==> config.mk <==
export PLATFORM = sky130hd
export DESIGN_NAME = dpb_arbiter
export DESIGN_NICKNAME = d
export VERILOG_FILES = /design/src/rtl/dpb_pkg.sv /design/src/rtl/dpb_port_track.sv /design/src/rtl/dpb_collide_cmp.sv /design/src/rtl/dpb_owner_fsm.sv /design/src/rtl/dpb_wr_gate.sv /design/src/rtl/dpb_arbiter.sv
export SDC_FILE = /design/constraint.sdc
export NUM_CORES = 1
export LEC_CHECK = 0
export BUFFER_PORTS_ARGS = -buffer_cell sky130_fd_sc_hd__clkbuf_2
export CAP_MARGIN = 5
export CORE_ASPECT_RATIO = 0.5
export CORE_MARGIN = 8
export CORE_UTILIZATION = 35
export DETAILED_ROUTE_END_ITERATION = 10
export PLACE_DENSITY = 0.62
export SYNTH_ARGS = -nofsm -noshare
export SYNTH_HDL_FRONTEND = slang
export SYNTH_SLANG_ARGS = --single-unit
==> constraint.sdc <==
create_clock -name clk -period 3.3 [get_ports clk]
set_input_delay 0.33 -clock clk [delete_from_list [all_inputs] [get_ports clk]]
set_output_delay 0.33 -clock clk [all_outputs]
set_load 0.02 [all_outputs]
==> src/rtl/dpb_pkg.sv <==
package dpb_pkg;
   typedef enum logic [1:0] {
      OWN_NONE  = 2'd0,
      OWN_LEFT  = 2'd1,
      OWN_RIGHT = 2'd2
   } owner_e;

   localparam int NPORT   = 2;
   localparam int PORT_LT = 0;
   localparam int PORT_RT = 1;
endpackage

==> src/rtl/dpb_port_track.sv <==
module dpb_port_track #(
   parameter int ADDR_W = 15
) (
   input  logic              clk,
   input  logic              rst_n,
   input  logic              en,
   input  logic [ADDR_W-1:0] addr,
   output logic              stay
);
   logic              prev_en_q;
   logic [ADDR_W-1:0] prev_addr_q;

   always_ff @(posedge clk or negedge rst_n) begin
      if (!rst_n) begin
         prev_en_q   <= 1'b0;
         prev_addr_q <= '0;
      end else begin
         prev_en_q   <= en;
         prev_addr_q <= addr;
      end
   end

   // port held the same enabled address in the previous cycle
   assign stay = en & prev_en_q & (addr == prev_addr_q);
endmodule

==> src/rtl/dpb_collide_cmp.sv <==
module dpb_collide_cmp #(
   parameter int ADDR_W  = 15,
   parameter int SLICE_W = 0
) (
   input  logic              en_l,
   input  logic              en_r,
   input  logic [ADDR_W-1:0] addr_l,
   input  logic [ADDR_W-1:0] addr_r,
   output logic              hit
);
   logic addr_eq;

   generate
      if (SLICE_W <= 0) begin : g_flat
         assign addr_eq = (addr_l == addr_r);
      end else begin : g_sliced
         localparam int NSLICE = (ADDR_W + SLICE_W - 1) / SLICE_W;
         logic [NSLICE-1:0] slice_eq;
         for (genvar s = 0; s < NSLICE; s++) begin : g_slice
            logic [SLICE_W-1:0] diff;
            for (genvar b = 0; b < SLICE_W; b++) begin : g_bit
               if (s * SLICE_W + b < ADDR_W) begin : g_live
                  assign diff[b] = addr_l[s*SLICE_W+b] ^ addr_r[s*SLICE_W+b];
               end else begin : g_pad
                  assign diff[b] = 1'b0;
               end
            end
            assign slice_eq[s] = ~|diff;
         end
         assign addr_eq = &slice_eq;
      end
   endgenerate

   assign hit = en_l & en_r & addr_eq;
endmodule

==> src/rtl/dpb_owner_fsm.sv <==
module dpb_owner_fsm
   import dpb_pkg::*;
#(
   parameter bit TIE_LEFT = 1'b1
) (
   input  logic   clk,
   input  logic   rst_n,
   input  logic   hit,
   input  logic   stay_l,
   input  logic   stay_r,
   output owner_e owner_q,
   output owner_e owner_d
);
   owner_e tie_pick;
   owner_e fresh;

   generate
      if (TIE_LEFT) begin : g_tie_l
         assign tie_pick = OWN_LEFT;
      end else begin : g_tie_r
         assign tie_pick = OWN_RIGHT;
      end
   endgenerate

   always_comb begin
      if (stay_r && !stay_l)      fresh = OWN_RIGHT;
      else if (stay_l && !stay_r) fresh = OWN_LEFT;
      else                        fresh = tie_pick;
   end

   always_comb begin
      if (!hit)                   owner_d = OWN_NONE;
      else if (owner_q != OWN_NONE) owner_d = owner_q;
      else                        owner_d = fresh;
   end

   always_ff @(posedge clk or negedge rst_n) begin
      if (!rst_n) owner_q <= OWN_NONE;
      else        owner_q <= owner_d;
   end
endmodule

==> src/rtl/dpb_wr_gate.sv <==
module dpb_wr_gate (
   input  logic master,
   input  logic en,
   input  logic we,
   input  logic lose_now,
   input  logic busy_n_in,
   output logic we_o
);
   logic allow;
   assign allow = master ? ~lose_now : busy_n_in;
   assign we_o  = en & we & allow;
endmodule

==> src/rtl/dpb_arbiter.sv <==
module dpb_arbiter
   import dpb_pkg::*;
#(
   parameter int ADDR_W   = 15,
   parameter int SLICE_W  = 0,
   parameter bit TIE_LEFT = 1'b1
) (
   input  logic              clk,
   input  logic              rst_n,
   input  logic              master_sel,
   input  logic              lt_en,
   input  logic [ADDR_W-1:0] lt_addr,
   input  logic              lt_we,
   input  logic              lt_busy_n_i,
   output logic              lt_busy_n_o,
   output logic              lt_we_o,
   input  logic              rt_en,
   input  logic [ADDR_W-1:0] rt_addr,
   input  logic              rt_we,
   input  logic              rt_busy_n_i,
   output logic              rt_busy_n_o,
   output logic              rt_we_o
);
   generate
      if (ADDR_W < 1)       begin : g_bad_aw  $error("ADDR_W must be at least 1"); end
      if (SLICE_W > ADDR_W) begin : g_bad_sw  $error("SLICE_W must not exceed ADDR_W"); end
   endgenerate

   logic [ADDR_W-1:0] p_addr [NPORT];
   logic [NPORT-1:0]  p_en, p_we, p_bin, p_stay, p_lose, p_weo;
   logic              hit;
   owner_e            owner_q, owner_d;

   assign p_addr[PORT_LT] = lt_addr;
   assign p_addr[PORT_RT] = rt_addr;
   assign p_en  = {rt_en, lt_en};
   assign p_we  = {rt_we, lt_we};
   assign p_bin = {rt_busy_n_i, lt_busy_n_i};

   dpb_collide_cmp #(.ADDR_W(ADDR_W), .SLICE_W(SLICE_W)) u_cmp (
      .en_l(lt_en), .en_r(rt_en), .addr_l(lt_addr), .addr_r(rt_addr), .hit(hit)
   );

   dpb_owner_fsm #(.TIE_LEFT(TIE_LEFT)) u_fsm (
      .clk(clk), .rst_n(rst_n), .hit(hit),
      .stay_l(p_stay[PORT_LT]), .stay_r(p_stay[PORT_RT]),
      .owner_q(owner_q), .owner_d(owner_d)
   );

   assign p_lose[PORT_LT] = hit & (owner_d == OWN_RIGHT);
   assign p_lose[PORT_RT] = hit & (owner_d == OWN_LEFT);

   for (genvar p = 0; p < NPORT; p++) begin : g_port
      dpb_port_track #(.ADDR_W(ADDR_W)) u_trk (
         .clk(clk), .rst_n(rst_n), .en(p_en[p]), .addr(p_addr[p]), .stay(p_stay[p])
      );
      dpb_wr_gate u_gate (
         .master(master_sel), .en(p_en[p]), .we(p_we[p]),
         .lose_now(p_lose[p]), .busy_n_in(p_bin[p]), .we_o(p_weo[p])
      );
   end

   assign lt_we_o     = p_weo[PORT_LT];
   assign rt_we_o     = p_weo[PORT_RT];
   assign lt_busy_n_o = ~(master_sel & (owner_q == OWN_RIGHT));
   assign rt_busy_n_o = ~(master_sel & (owner_q == OWN_LEFT));

   // busy clears after a non-collision cycle
   a_r1_clear_after_idle: assert property (@(posedge clk) disable iff (!rst_n)
      !hit |=> (lt_busy_n_o && rt_busy_n_o));
   // a master collision raises exactly one busy
   a_r1_busy_after_hit: assert property (@(posedge clk) disable iff (!rst_n)
      (master_sel && hit) |=> (!master_sel || (lt_busy_n_o != rt_busy_n_o)));
   // never both ports busy
   a_r2_single_loser: assert property (@(posedge clk) disable iff (!rst_n)
      (lt_busy_n_o || rt_busy_n_o));
   // winner keeps priority while the collision lasts
   a_r4_keep_left: assert property (@(posedge clk) disable iff (!rst_n)
      (master_sel && hit && !rt_busy_n_o) |=> (!hit || !master_sel || !rt_busy_n_o));
   a_r4_keep_right: assert property (@(posedge clk) disable iff (!rst_n)
      (master_sel && hit && !lt_busy_n_o) |=> (!hit || !master_sel || !lt_busy_n_o));
   // a flagged port never writes during the collision
   a_r5_left_blocked: assert property (@(posedge clk) disable iff (!rst_n)
      (master_sel && hit && !lt_busy_n_o) |-> !lt_we_o);
   a_r5_right_blocked: assert property (@(posedge clk) disable iff (!rst_n)
      (master_sel && hit && !rt_busy_n_o) |-> !rt_we_o);
   // no write request, no write strobe
   a_r6_no_spurious_we: assert property (@(posedge clk) disable iff (!rst_n)
      (!lt_we |-> !lt_we_o) and (!rt_we |-> !rt_we_o));
   // slave mode busy outputs idle and inhibit inputs honoured
   a_r7_slave_idle: assert property (@(posedge clk) disable iff (!rst_n)
      !master_sel |-> (lt_busy_n_o && rt_busy_n_o));
   a_r7_slave_inhibit: assert property (@(posedge clk) disable iff (!rst_n)
      !master_sel |-> ((!lt_busy_n_i |-> !lt_we_o) and (!rt_busy_n_i |-> !rt_we_o)));
endmodule

==> results of run 1 <==
[flip-flops by register name (all words and copies together) (netlist names)]
name,flops
g_port.u_trk.prev_addr_q,30
g_port.u_trk.prev_en_q,2
u_fsm.owner_q,2
[per-layer routing]
layer / GRT usage, % / routed length, um
met1: 12.9 / 1580
met2: 15.0 / 1310
met3: 3.50 / 171
met4: 4.69 / 59
met5: 0 / 0
[worst max path at each step]
stage	to	from	cells past startpoint	slack, ns
floorplan	lt_we_o	g_port[0].u_trk.prev_addr_q[13]$_DFF_PN0_	5	1.18
global placement	rt_we_o	rt_addr[4]	7	0.97
detailed placement	rt_we_o	rt_addr[4]	7	0.98
CTS	rt_we_o	g_port[1].u_trk.prev_addr_q[4]$_DFF_PN0_	6	0.74
global route	rt_we_o	g_port[1].u_trk.prev_addr_q[4]$_DFF_PN0_	6	0.67
finish	rt_we_o	g_port[1].u_trk.prev_addr_q[10]$_DFF_PN0_	6	0.79
[placed cells by master, fill, tap and decap left out]
cell type and instances:
a21oi_1 2, nor3b_1 3, o21ai_2 1, nand3b_1 1, nand3_1 1, nor4_1 8
clkbuf_1 1, xor2_1 33, clkbuf_8 6, nand4_1 5, clkbuf_2 42, inv_1 1
or3_1 1, nor2_1 2, or4_4 1, xnor2_1 12, nor4_4 1, nand2_1 3
a21oi_2 1, dfrtp_1 34, o211ai_1 2, clkinv_2 1
[power by group through the flow]
| stage | sequential [mW] | combinational [mW] | clock (mW) |
|---|---|---|---|
| final | 0.445 | 0.104 | 0.311 |
| after global routing | 0.447 | 0.116 | 0.336 |
| after CTS | 0.445 | 0.107 | 0.323 |
| after detailed placement | 0.453 | 0.106 | 0 |
| after global placement | 0.452 | 0.105 | 0 |
| after floorplan | 0.452 | 0.0473 | 0 |
[cells by family after synthesis]
kind of cell,count (synthesis),synth area share [%]
AOI/OAI and AO/OA,6,2.90
xor gates and xnor gates,45,26.9
buffers and inverters,1,0.256
DFF,34,58.1
and+or+nand+nor,26,11.9
[metrics by stage]
stage / total power [mW] / hold WS [ns] / cells / util [%] / setup WS, ns
floorplan: 0.499 / 0.0344 / 112 / - / 1.18
global placement: 0.557 / 0.470 / 208 / 44.0 / 0.967
detailed placement: 0.559 / 0.476 / 208 / 44.0 / 0.983
CTS: 0.874 / 0.170 / 216 / 46.3 / 0.743
global route: 0.899 / 0.193 / 216 / 46.3 / 0.669
finish: 0.859 / 0.144 / 216 / 46.3 / 0.791
[critical path, cell delays in order, from the launching register on]
cell and delay [ns]:
dfrtp_1 0.37, xor2_1 0.16, nor4_1 0.44, nand4_1 0.22, or3_1 0.39, a21oi_1 0.13, clkbuf_2 0.18
[area by class of cell]
class	count	area, sq um	share of cell area, %
flip-flops and latches	34	851	46.4
multi-input cells	77	611	33.3
repair buffers	42	210	11.5
clock buffers	7	86.3	4.71
well taps	54	67.6	3.68
clock inverters	1	5.00	0.273
inverters	1	3.75	0.205
==> results.ini, run 1 <==
[routing]
drtAntennaViolNets = 0
dr_total_vias = 965
viasPerCell = 4.47
drc = 0
post_drt_wl_per_cell_um = 14.4
firstDrtPassIters = 3
first_iter_violations = 20
routed_wl_um = 3120

[layout]
final_nets = 200
drive_gt1_share_pct = 32.7
diodes = 0
num-fill-cells = 391
fin_area_sq_mm = 0.00183
area_delta_synth_final_pct = 25.2

[clock_network]
clk_pin_slew_ns = 0.07
cts_hold_buf = 0
post_cts_buffers = 0
clkSinkCount = 34
cts_buffer_depth = 2
cts_tree = done
clk-insertion-delay-late_ns = 0.28
htreeDepth = 2
cts-root-buf = clkbuf_8
numCtsBuffers = 5
cts_resized = 0

[synthesis]
synth_commonest_cells = dfrtp_1 (34), xor2_1 (33), xnor2_1 (12)
ys.flop_type = dfrtp_1
ys_async_sr_fraction_pct = 100
yosysUniqueCellTypes = 18
syn_inst = 112
synth_edf_count = 0
syn-num-nets = 151
syn_area_per_cell_sq_um = 13.1
yosys.area.top_type = dfrtp_1
ys_seq_area_share_pct = 58.1
synth_area_leaders = dfrtp_1 (58%), xor2_1 (20%), xnor2_1 (7.2%)
synth_top_area_share_pct = 58.1
ys_warn_count = 0
synth.most_common_cell = dfrtp_1
synth_seq_cells = 34
syn_area_sq_mm = 0.00147

[global_routing]
grt_pass1_wl_um = 5040
grt_usage_pct = 10.0
antenna_found_initial = 0
overflow = 0
first_global_vias = 1064
grt_max_degree = 35

[setup_path]
critPathLaunchType = register
reg2reg_from = g_port[0].u_trk.prev_addr_q[13]$_DFF_PN0_
worstSetupPathType = reg -> out
reg2reg_setup_slack_ns = 1.53
rr_endpoint = u_fsm.owner_q[1]$_DFF_PN0_
worstPathMaxFanout = 2
worstPathArrival_ns = 2.18
critPathCaptureType = output port
r2r_cells = 5
critPathRequiredTime_ns = 2.97

[power_and_ir_drop]
intPower_mw = 0.652
seqPwrFrac_pct = 51.8
p_sw_share_pct = 24.1
power_density_mw_per_mm2 = 468
p_sw_mw = 0.207
power.leakage_nw = 0.839
vdd_drop_max_mv = 0.175
p_clk_share_pct = 36.2
comb_power_share_pct = 12.0

[floorplan]
initial_core_util_pct = 37.0
dieArea_sq_mm = 0.00664
core-area_sq_mm = 0.00396
boundaryPins = 43
fp.dieW_um = 108
dieHeight_um = 61.8
num_rows = 16

[placement]
hpwl_um = 2530
routabilityCongestion = 0.716
placed_cell_area_sq_mm = 0.00174
io_buffers = 42

[sta]
finalCritPeriodShare_pct = 76.0
worst_pin_slew_ns = 0.853
hold_viol = 0
fin_skew_ns = 0.00327
fin_tns_setup_ns = 0
rsz0062_at_grt = false
min_period_ns = 2.51
setup_violations = 0
fmax_mhz = 399
relSlewSlack_pct = 43.1
slew_viol_final = 0

[status]
status = finished clean

[run]
maxCapViolCount = 0

[worst_hold_path]
hp-class = in -> async

No activity file was read; power rests on OpenSTA's default activity.
==> run 2: changes to the inputs <==
Settings changed: ABC_AREA set to 1.
Clock period 3.3 ns to 2.3 ns, I/O delays scaled along.
==> results.ini, run 2 <==
[status]
status = finished clean

[sta]
slew_viol_final = 0  ; unchanged
setup_violations = 0  ; unchanged
fin_skew_ns = 0.00944  ; +0.00617 ns
fin_tns_setup_ns = 0  ; unchanged
min_period_ns = 1.94
relSlewSlack_pct = 43.4  ; +0.25 points
worst_slack_ns = 0.358  ; -0.433 ns
finalCritPeriodShare_pct = 84.4
fmax_mhz = 515
rsz0062_at_grt = false
hold_viol = 0  ; unchanged
worst_pin_slew_ns = 0.850  ; -0.00376 ns

[power_and_ir_drop]
power.leakage_nw = 1.28  ; +53%
power_density_mw_per_mm2 = 608  ; +30%
vdd_drop_max_mv = 0.197  ; +13%

[placement]
io_buffers = 42  ; unchanged
routabilityCongestion = 0.774  ; +8.1%
pre_cts_ws_ns = 0.651  ; -0.332 ns
placed_cell_area_sq_mm = 0.00210  ; +21%
hpwl_um = 3310  ; +31%
place_inst = 369  ; +77%

[floorplan]
fp.dieW_um = 118  ; +9.3%
dieHeight_um = 66.8  ; +8.1%
dieArea_sq_mm = 0.00785  ; +18%
boundaryPins = 43  ; unchanged
initial_core_util_pct = 36.4  ; -0.55 points
num_rows = 18  ; +2
core-area_sq_mm = 0.00495  ; +25%

[worst_hold_path]
hp-class = in -> async

[layout]
drive_gt1_share_pct = 22.8  ; -9.9 points
utilization_pct = 44.6  ; -1.6 points
layout_commonest_cell = nand2_1
final_nets = 345  ; +73%
reg_top3 = g_port.u_trk.prev_addr_q x30, g_port.u_trk.prev_en_q x2, u_fsm.owner_q x2
area_delta_synth_final_pct = 22.6
final_cell_mix = nand2_1 (95), inv_1 (46), clkbuf_2 (42)
fin_area_sq_mm = 0.00221  ; +21%
regMostFlops = g_port.u_trk.prev_addr_q
instances_no_fill = 377  ; +75%
largest_reg_flops = 30  ; unchanged
diodes = 0  ; unchanged

[global_routing]
grt_pass1_wl_um = 6740  ; +34%
overflow = 0  ; unchanged
antenna_found_initial = 0  ; unchanged
first_global_vias = 1523  ; +43%
grt_max_degree = 35  ; unchanged
grt_usage_pct = 10.7  ; +0.64 points

[routing]
dr_total_vias = 1563  ; +62%
viasPerCell = 4.15  ; -7.2%
first_iter_violations = 42  ; +110%
firstDrtPassIters = 4  ; +1
drtAntennaViolNets = 0  ; unchanged
routed_wl_um = 4060  ; +30%
post_drt_wl_per_cell_um = 10.8  ; -25%
drc = 0  ; unchanged

[clock_network]
clkSinkCount = 34  ; unchanged
post_cts_buffers = 0  ; unchanged
htreeDepth = 2  ; unchanged
clk_pin_slew_ns = 0.08  ; about the same
cts_resized = 0  ; unchanged
cts_hold_buf = 0  ; unchanged
cts_buffer_depth = 2  ; unchanged
cts-root-buf = clkbuf_8
numCtsBuffers = 5  ; unchanged
cts_tree = done
clk-insertion-delay-late_ns = 0.28  ; about the same

[synthesis]
ys_seq_area_share_pct = 47.2  ; -11 points
synth_edf_count = 0  ; unchanged
syn_inst = 257  ; +130%
synth_seq_cells = 34  ; unchanged
ys_warn_count = 0  ; unchanged
syn_area_sq_mm = 0.00180  ; +23%
syn-num-nets = 296  ; +96%
synth_top_area_share_pct = 47.2  ; -11 points
synth.most_common_cell = nand2_1
ys_async_sr_fraction_pct = 100  ; unchanged
synth_commonest_cells = nand2_1 (95), inv_1 (46), nor2_1 (35)
syn_area_per_cell_sq_um = 7.02  ; -46%
ys.flop_type = dfrtp_1
yosys.area.top_type = dfrtp_1
synth_area_leaders = dfrtp_1 (47%), nand2_1 (20%), inv_1 (9.6%)
yosysUniqueCellTypes = 18  ; unchanged

[setup_path]
reg2reg_from = g_port[0].u_trk.prev_addr_q[12]$_DFF_PN0_
r2r_cells = 10  ; +5
critPathRequiredTime_ns = 2.07  ; -0.90 ns
worstPathMaxFanout = 3  ; +1
critPathCaptureType = output port
reg2reg_setup_slack_ns = 0.98  ; -0.55 ns
critPathLaunchType = register
worstPathArrival_ns = 1.71  ; -0.47 ns
rr_endpoint = u_fsm.owner_q[1]$_DFF_PN0_
worstSetupPathType = reg -> out

[run]
maxCapViolCount = 0  ; unchanged

run 2: cell count changes after synthesis, sizes merged, moves of 5 or more:
cell	previous run	this run
o21ai	1	8
nor2	2	40
nor4	9	0
xor2	33	4
xnor2	12	3
nand4	5	0
inv	1	53
nand2	3	99
run 2: layout make-up:
cell class | instances | area (sq um)
Fill cell | 528 | 2740
Sequential cell | 34 | 851
Inverter | 55 | 206
Clock buffer | 8 | 110
Multi-Input combinational cell | 168 | 747
Tap cell | 70 | 87.6
Timing Repair Buffer | 42 | 210
run 2: cells by family after synthesis:
kind of cell	synth area share [%]
AOI/OAI and AO/OA	4.23
and+or+nand+nor	33.8
DFF	47.2
xor gates and xnor gates	3.40
buffers and inverters	11.4
run 2: routing by layer:
layer | vias up | global-route usage [%] | part of all wire [%]
li1 | 845 | - | -
met1 | 684 | 14.5 | 53
met5 | - | 0 | 0
met2 | 30 | 15.7 | 42
met4 | 0 | 3.95 | 0.99
met3 | 4 | 3.12 | 4.5
run 2: power breakdown:
part | internal (mW) | switching, mW
clock network | 0.302 | 0.213
registers | 0.626 | 0.0134
logic | 0.0738 | 0.116
total | 1.00 | 0.343
run 2: how the worst max path moves through the flow:
| stage | slack, ns | endpoint | from | cells past startpoint |
|---|---|---|---|---|
| global placement | 0.66 | rt_we_o | rt_addr[12] | 13 |
| detailed placement | 0.65 | lt_we_o | rt_addr[12] | 13 |
| global route | 0.22 | rt_we_o | g_port[1].u_trk.prev_addr_q[12]$_DFF_PN0_ | 12 |
| CTS | 0.35 | lt_we_o | g_port[0].u_trk.prev_addr_q[12]$_DFF_PN0_ | 12 |
| floorplan | 0.77 | rt_we_o | g_port[1].u_trk.prev_addr_q[14]$_DFF_PN0_ | 9 |
| finish | 0.36 | lt_we_o | g_port[0].u_trk.prev_addr_q[12]$_DFF_PN0_ | 12 |
run 2: worst max-delay path: stages (launching register included):
cell and delay, ns:
dfrtp_1 0.37, nor2_1 0.10, nor2_1 0.05, nor2_1 0.17, nand2_1 0.07, nor2_1 0.11
nand2_1 0.07, nand2_1 0.10, nand2_2 0.08, nand3_1 0.08, nand2_1 0.05, inv_1 0.04
clkbuf_2 0.15
run 2: per-stage QoR:
stage,total power [mW],hold slack [ns]
finish,1.34,0.0326
global route,1.42,0.0717
CTS,1.37,0.0654
detailed placement,0.844,0.360
global placement,0.839,0.357
floorplan,0.753,-0.0656
==> run 3: changes to the inputs <==
Settings changed: PLACE_DENSITY 0.62 to 0.6.
Clock period 2.3 ns to 1.8 ns, I/O delays scaled along.
==> results.ini, run 3 (synthesis results as in run 2) <==
[sta]
whs_ns = 0.0152  ; -0.0173 ns
slew_viol_final = 0  ; unchanged
relSlewSlack_pct = 69.9  ; +27 points
min_period_ns = 1.95
worst_pin_slew_ns = 0.451  ; -0.398 ns
finalCritPeriodShare_pct = 108
fmax_mhz = 512
rsz0062_at_grt = true
fin_skew_ns = 0.0140  ; +0.00458 ns
setup_violations = 2  ; +2
fin_tns_setup_ns = -0.233  ; -0.233 ns
hold_viol = 0  ; unchanged
worst_slack_ns = -0.151  ; -0.509 ns

[clock_network]
clk-insertion-delay-late_ns = 0.29  ; about the same
numCtsBuffers = 5  ; unchanged
cts_buffer_depth = 2  ; unchanged
cts_tree = done
cts-root-buf = clkbuf_8
htreeDepth = 2  ; unchanged
clk_pin_slew_ns = 0.08  ; about the same
clkSinkCount = 34  ; unchanged

[routing]
post_drt_wl_per_cell_um = 11.0  ; +2.0%
firstDrtPassIters = 4  ; unchanged
drtAntennaViolNets = 0  ; unchanged
first_iter_violations = 56  ; +33%
routed_wl_um = 4210  ; +3.7%
drc = 0  ; unchanged
viasPerCell = 4.09  ; -1.3%
dr_total_vias = 1567  ; +0.26%

[floorplan]
dieHeight_um = 66.8  ; unchanged
initial_core_util_pct = 36.4  ; unchanged
fp.dieW_um = 118  ; unchanged
core-area_sq_mm = 0.00495  ; unchanged
boundaryPins = 43  ; unchanged
num_rows = 18  ; unchanged
dieArea_sq_mm = 0.00785  ; unchanged

[setup_path]
crit_top_cell = nand2_2
crit_start = g_port[1].u_trk.prev_addr_q[1]$_DFF_PN0_
path_delay_family = simple AND/OR/NAND/NOR gates
critPathLaunchType = register
cpMaxStageDelayCell = dfrtp_1
worstPathArrival_ns = 1.77  ; +0.06 ns
crit_chain = buf_4 > nand2_2 > nand2_2 > nor2_2 > nand2_1 > nor2_2 > nand2_2 > nand2_2 > nand2_2 > a21oi_2 > clkbuf_8
critPathCaptureType = output port
cp_num_buf_inv = 2  ; unchanged
cp_slowest_stage_delay_ns = 0.38  ; about the same
critPathRequiredTime_ns = 1.62  ; -0.45 ns
worstPathMaxFanout = 3  ; unchanged
reg2reg_setup_slack_ns = 0.33  ; -0.65 ns
worstSetupPathType = reg -> out
reg2reg_from = g_port[0].u_trk.prev_addr_q[12]$_DFF_PN0_

[global_routing]
grt_max_degree = 35  ; unchanged
antenna_found_initial = 0  ; unchanged
overflow = 0  ; unchanged
first_global_vias = 1602  ; +5.2%
grt_pass1_wl_um = 7110  ; +5.5%
grt_usage_pct = 11.5  ; +0.84 points

[layout]
area_delta_synth_final_pct = 27.0
utilization_pct = 46.3  ; +1.6 points
regMostFlops = g_port.u_trk.prev_addr_q
largest_reg_flops = 30  ; unchanged
final_nets = 351  ; +1.7%
fin_area_sq_mm = 0.00229  ; +3.6%
diodes = 0  ; unchanged
final_cell_mix = nand2_1 (91), inv_1 (45), clkbuf_2 (40)
instances_no_fill = 383  ; +1.6%
layout_commonest_cell = nand2_1
reg_top3 = g_port.u_trk.prev_addr_q x30, g_port.u_trk.prev_en_q x2, u_fsm.owner_q x2
num-fill-cells = 533  ; +0.95%
drive_gt1_share_pct = 26.5  ; +3.7 points

[power_and_ir_drop]
vdd_drop_max_mv = 0.346  ; +75%
comb_power_share_pct = 15.6  ; +1.5 points
p_sw_mw = 0.465  ; +36%
p_clk_share_pct = 35.8  ; -2.5 points
p_sw_share_pct = 27.7  ; +2.2 points
power.leakage_nw = 1.31  ; +2.2%
power_density_mw_per_mm2 = 733  ; +21%
intPower_mw = 1.21  ; +21%
seqPwrFrac_pct = 48.6  ; +1.0 points
power_mw = 1.68  ; +25%

[placement]
placed_cell_area_sq_mm = 0.00211  ; +0.36%
routabilityCongestion = 0.760  ; -1.8%
pre_cts_ws_ns = 0.226  ; -0.425 ns
io_buffers = 42  ; unchanged
hpwl_um = 3290  ; -0.56%
place_inst = 370  ; +0.27%

[status]
status = complete, but fails checks
violations = negative setup slack

[run]
maxCapViolCount = 0  ; unchanged

[worst_hold_path]
worstHoldStart = lt_addr[5]
hp-class = in -> reg

run 3: final timing paths:
| check | endpoint | cells past startpoint |
|---|---|---|
| worst max-delay path | rt_we_o | 11 |
| worst min-delay path | g_port[0].u_trk.prev_addr_q[5]$_DFF_PN0_ | 1 |
| min in group asynchronous | g_port[0].u_trk.prev_addr_q[11]$_DFF_PN0_ | 3 |
| worst max register to register | u_fsm.owner_q[0]$_DFF_PN0_ | 11 |
| max in group asynchronous | g_port[1].u_trk.prev_addr_q[12]$_DFF_PN0_ | 3 |
| worst min register to register | u_fsm.owner_q[0]$_DFF_PN0_ | 2 |
run 3: layout make-up:
type	count	area [sq um]	area share, %
Inverter	55	206	9.01
Clock buffer	6	82.6	3.60
Sequential cell	34	851	37.1
Multi-Input combinational cell	168	773	33.7
Tap cell	70	87.6	3.82
Timing Repair Buffer	48	279	12.2
Clock inverter	2	12.5	0.546
run 3: per-layer routing:
layer  routed length, um  track usage (%)  part of all wire [%]  vias to the layer above
met2                1800             17.8                    43                       31
met4                  68             5.21                   1.6                        0
met5                   0                0                     0                        -
li1                    -                -                     -                      857
met3                 183             3.37                   4.4                        7
met1                2160             14.8                    51                      672
run 3: power groups by stage:
stage | combinational, mW | clock (mW) | sequential (mW)
final | 0.262 | 0.601 | 0.817
after global routing | 0.304 | 0.660 | 0.821
after CTS | 0.259 | 0.626 | 0.816
after detailed placement | 0.249 | 0 | 0.831
after global placement | 0.246 | 0 | 0.830
after floorplan | 0.133 | 0 | 0.828
run 3: repair_timing:
item / in CTS / in global routing
pin swaps: 3 / 13
setup buffers: 1 / 2
endpoints found under the hold margin: 35 / 0
endpoints found under the setup margin: 2 / 2
hold buffers: 2 / 0
gates resized for setup: 6 / 8
